**config.mk**
```make
export PLATFORM = sky130hd
export DESIGN_NAME = int_alu
export DESIGN_NICKNAME = d
export VERILOG_FILES = /design/src/rtl/int_alu.sv
export SDC_FILE = /design/constraint.sdc
export NUM_CORES = 2
export LEC_CHECK = 0
export BUFFER_PORTS_ARGS = -buffer_cell sky130_fd_sc_hd__buf_2
export CORE_MARGIN = 2
export CORE_UTILIZATION = 30
export DETAILED_ROUTE_END_ITERATION = 8
export PLACE_DENSITY = 0.46
export SYNTH_ARGS = -nofsm -noshare
export SYNTH_HDL_FRONTEND = slang
export SYNTH_SLANG_ARGS = --single-unit
```
**constraint.sdc**
```tcl
create_clock -name vclk -period 9.4
set_input_delay 0.47 -clock vclk [all_inputs]
set_output_delay 0.47 -clock vclk [all_outputs]
set_load 0.01 [all_outputs]
```
**src/rtl/int_alu.sv**
```systemverilog
module int_alu #(
  parameter int W = 32
) (
  input  logic [W-1:0] opa,
  input  logic [W-1:0] opb,
  input  logic [3:0]   op_code,
  output logic [W-1:0] result
);
  localparam int SHW = $clog2(W);

  localparam logic [3:0] OP_ADD   = 4'd0;
  localparam logic [3:0] OP_SLL   = 4'd1;
  localparam logic [3:0] OP_SLT   = 4'd2;
  localparam logic [3:0] OP_XOR   = 4'd4;
  localparam logic [3:0] OP_SRL   = 4'd5;
  localparam logic [3:0] OP_OR    = 4'd6;
  localparam logic [3:0] OP_AND   = 4'd7;
  localparam logic [3:0] OP_MUL   = 4'd8;
  localparam logic [3:0] OP_MULH  = 4'd9;
  localparam logic [3:0] OP_MULHU = 4'd11;
  localparam logic [3:0] OP_SUB   = 4'd12;
  localparam logic [3:0] OP_SRA   = 4'd13;
  localparam logic [3:0] OP_PASSB = 4'd15;

  logic [SHW-1:0] sh;
  logic           ext_a, ext_b;
  logic [2*W-1:0] wide_a, wide_b, prod;
  logic [W-1:0]   sra_v;
  logic           lt;

  assign sh = opb[SHW-1:0];

  // one shared multiplier; the extension bit picks signed or unsigned
  assign ext_a  = (op_code != OP_MULHU) & opa[W-1];
  assign ext_b  = (op_code != OP_MULHU) & opb[W-1];
  assign wide_a = {{W{ext_a}}, opa};
  assign wide_b = {{W{ext_b}}, opb};
  assign prod   = wide_a * wide_b;

  assign sra_v = $signed(opa) >>> sh;
  assign lt    = $signed(opa) < $signed(opb);

  always_comb begin
    case (op_code)
      OP_ADD:   result = opa + opb;
      OP_SUB:   result = opa - opb;
      OP_SLL:   result = opa << sh;
      OP_SRL:   result = opa >> sh;
      OP_SRA:   result = sra_v;
      OP_SLT:   result = {{(W-1){1'b0}}, lt};
      OP_XOR:   result = opa ^ opb;
      OP_OR:    result = opa | opb;
      OP_AND:   result = opa & opb;
      OP_MUL:   result = prod[W-1:0];
      OP_MULH,
      OP_MULHU: result = prod[2*W-1:W];
      OP_PASSB: result = opb;
      default:  result = '0;
    endcase
  end
endmodule

```
# Word level (Yosys, flattened, before mapping)
# Cells that the tools add are included.
# totals
register_bits	0
in_bits	68
out_inout_bits	32
wordCells	28
# classes
add_sub_neg	2
multipliers	1
n_lt_le_gt_ge	1
n_eq_ne	13
shifts	3
muxes	1
bitwise	5
reduce_logical	2
# ops
op	count
32-bit one-hot mux with 12 select lines	1
33-bit by 33-bit multiplier with 64-bit output	1
32-bit adder	1
32-bit AND	1
32-bit < comparator	1
32-bit OR	1
32-bit by 5-bit << shifter with 32-bit output	1
32-bit by 5-bit >> shifter with 32-bit output	1
32-bit by 5-bit >>> shifter with 32-bit output	1
32-bit subtractor	1
32-bit bitwise XOR	1
4-bit == test (second input constant)	6
4-bit by 3-bit == test with 1-bit output (second input constant)	4
4-bit by 1-bit == test with 1-bit output (second input constant)	1
4-bit by 2-bit == test with 1-bit output (second input constant)	1
4-bit logical NOT	1
4-bit != test (second input constant)	1
1-bit AND	2
2-bit OR reduction	1

# Longest topological paths before layout
# depth
word_depth	4
ltp_mapped	34
mapped_depth_nobuf	30

# Worst setup path after synthesis
# OpenSTA, ideal clock, no wires.
# synth_path
kind	input to output
start	input port opb[3]
end	output port result[28]
arrival_ns	8.948
required_ns	8.930
slack_ns	-0.018
stages	30
path_buffers	6
path_cell_list	clkbuf_1 clkbuf_1 buf_1 clkbuf_1 clkbuf_1 nand3_1 inv_1 fa_1 fa_1 fa_1 fa_1 inv_1 fa_1 inv_1 fa_1 inv_1 fa_1 fa_1 inv_1 ha_1 clkbuf_1 a2111oi_0 o21ai_0 o211ai_1 o21ai_0 a211oi_2 nor2_1 nand2_1 mux2_2 o211ai_1
# synth_between
elab_chain_len	2
word_cells_on_any_way	7
classes_between	2 x add/sub; 1 x mul; 3 x shift; 1 x mux
# synth_lines
element	line	rtl
from (decl)	5	input logic [W-1:0] opb,
33-bit by 33-bit multiplier with 64-bit output, or another cell as far along	38	assign prod = wide_a * wide_b;
32-bit one-hot mux with 12 select lines *	44	case (op_code)
to (decl)	7	output logic [W-1:0] result
# Mark *: on every way between the ends. The rest lies on a longest branch, timed or not.

# Worst setup path in the final report
# layout_path
start	input port opa[9]
end	output port result[11]
# layout_between
elab_chain_len	2
word_cells_on_any_way	7
classes_between	2 x add/sub; 1 x mul; 3 x shift; 1 x mux
# layout_lines
element	line	rtl
from (decl)	4	input logic [W-1:0] opa,
33-bit by 33-bit multiplier with 64-bit output, or another cell as far along	38	
32-bit one-hot mux with 12 select lines *	44	
# Marked as above.

==> results.md <==
* Status: complete, no violations
* Cell Area, Synth at between 40000 and 50000 um^2
* Slowest cell delay on critical path at ~500 ps
* RD Place Congestion at 0.981
* Max Slew Vio Count at 0
* PortBufs at 100
* Total number of yosys warnings at 0
* Relative slew slack at 0.148
* Worst-margin pin slew at roughly 1300 ps
* Worst EP required at about 8900 ps
* Site row count at around 140
* Hold WC Path Type: in -> out
* WS Path Type: in -> out
* Tot GR Track Use at 0.277
* CP Data Arrival Time at slightly below 9000 ps
* Width of the die at 396 um
* Via density at between 5 and 6
* Fin crit period at approximately 9000 ps
* CP Capture Type: output pin
* Io pins at 100
* Register area at 0 um^2
* Nets at 7329
* FILL cells at approximately 16k
* Final hold vios at 0
* Post-place setup slack at -384 ps
* Synth top area share at 0.490
* Layout area overhead at 13.7%
* Most repeated library cell on the critical path: fa_1
* CP max stage cell: fa_1
* HPWL Detailed at about 180000 um
* Max Cap Viol at 0
* Synth area leaders: fa_1, inv_1, ha_1, nand2_1, nor2_1
* First-pass DRT Iterations at 7
* DR WL/cell at between 20 and 30 um
* Worst Setup SP: opa[9]
* Met1 GRT Util at 0.382
* First-pass GRT wire length at ~310000 um
* Largest net degree at the start of global routing at 96
* Total number of vias at 40.9k
* Clock buffer count at 0
* RSZ-0062 raised after global routing: yes
* Cells after synthesis at 5568
* Nature of the critical path startpoint: input port
* Die ar. at around 160000 um^2
* Final Core Density at 0.344
* Fmax at around 0.11 GHz
* Count of cell types in the netlist at 85
* Hold-fix buffers at CTS at 0
* Global Route met3 Usage at 0.0376
* Number of global-route vias before repair at 42.6k
* Die Ht at ~400 um
* Crit path max fanout at 20
* Most Crowded Layer GR: met2
* Grt ovf at 0
* Final setup margin at a little over 200 ps
* DR DRC count at 0
* Final Setup Violations at 0
* Share of cells above drive strength 1 at 0.124
* Starting density of the core at 0.303
* Hold Crit Start: op_code[2]
* Remaining antenna violation count at 0
* DR iter-0 viols at 3530
* Core Area at between 150000 and 200000 um^2
* Final WL at approximately 220000 um
* Syn avg cell area at 8.27 um^2
* Sequential cell count at 0
* M2 GR Usage at 0.445
* Sequential share of the synthesized area at 0
* Syn nets at around 7k
* Final period utilization at 0.979
* Initial antenna violation count at 21
* Top cell type by total area after synthesis: fa_1
==> final timing paths <==
check | slack [ps] | depth (start not counted) | end
max | 200 | 29 | result[11]
min | 1480 | 4 | result[0]
==> worst max-delay path: cells and delay by family <==
kind / cells / cell delay, ps
XOR/XNOR: 1 / 320
adder cells (fa/ha/maj): 9 / 3640
buffers and inverters: 10 / 1580
AO/OA/AOI/OAI: 7 / 2010
AND/OR/NAND/NOR: 2 / 630
==> layer usage <==
layer,part of all wire,vias to the layer above
li1,-,17500
met4,0.042,2
met2,0.46,1570
met5,0.000060,-
met1,0.43,21600
met3,0.066,259
==> repair_timing <==
action | 4_1_cts | 5_1_grt
cloned | 0 | 3
setup buffers | 0 | 12
pin swaps | 0 | 9
resized for setup | 9 | 82
endpoints found under the setup margin | 8 | 23
==> cells by family after synthesis <==
kind of cell | share of synthesized area
muxes | 0.0328
adders and majority gates | 0.574
AOI/OAI and AO/OA | 0.108
buffers and inverters | 0.131
and+or+nand+nor | 0.139
xor gates and xnor gates | 0.0145
==> layout by cell type (no fill, tap or decap), types with 31 or more instances in the layout <==
cell / instances
o21ai_0: 157
nor2_1: 485
a31oi_1: 31
buf_2: 79
a21o_1: 55
mux2i_1: 73
nor3_1: 49
a221oi_1: 35
buf_12: 37
o22ai_1: 31
nand2_1: 890
buf_4: 452
nand3_1: 46
o211ai_1: 33
fa_1: 1123
inv_1: 1227
xnor2_1: 50
ha_1: 305
a21oi_1: 158
==> cells in the mapped netlist, drive strengths merged (22+ instances only) <==
| cell type | count |
|---|---|
| mux2i | 73 |
| clkinv | 22 |
| inv | 1245 |
| a21oi | 162 |
| fa | 1127 |
| clkbuf | 219 |
| xor2 | 26 |
| nand3 | 46 |
| ha | 309 |
| o21ai | 173 |
| xnor2 | 50 |
| nand2 | 890 |
| mux4 | 26 |
| a21o | 55 |
| o22ai | 31 |
| a211oi | 25 |
| o211ai | 33 |
| a31oi | 31 |
| buf | 119 |
| nor3 | 52 |
| a221oi | 36 |
| nor2 | 493 |
==> final cells by class <==
| class | instances | area (um^2) | share of cell area |
|---|---|---|---|
| multi-input cells | 3963 | 40200 | 0.767 |
| repair buffers | 593 | 4810 | 0.0919 |
| well taps | 2030 | 2540 | 0.0485 |
| inverters | 1267 | 4800 | 0.0917 |
| diodes | 9 | 22.5 | 0.000430 |
==> per-stage QoR <==
| step | cell area, um^2 | hold slack, ps | instances | setup TNS (ps) |
|---|---|---|---|---|
| after floorplan | 46000 | 1180 | 5568 | 0 |
| after global placement | 51800 | 1470 | 7838 | -726 |
| after detailed placement | 51800 | 1470 | 7838 | -1220 |
| after CTS | 51900 | 1480 | 7838 | 0 |
| after global routing | 52300 | 1520 | 7857 | -46.3 |
| final | 52300 | 1480 | 7862 | 0 |
Power is not shown: default switching activity piles up to over one toggle a cycle in this logic, so the estimate is an artifact.
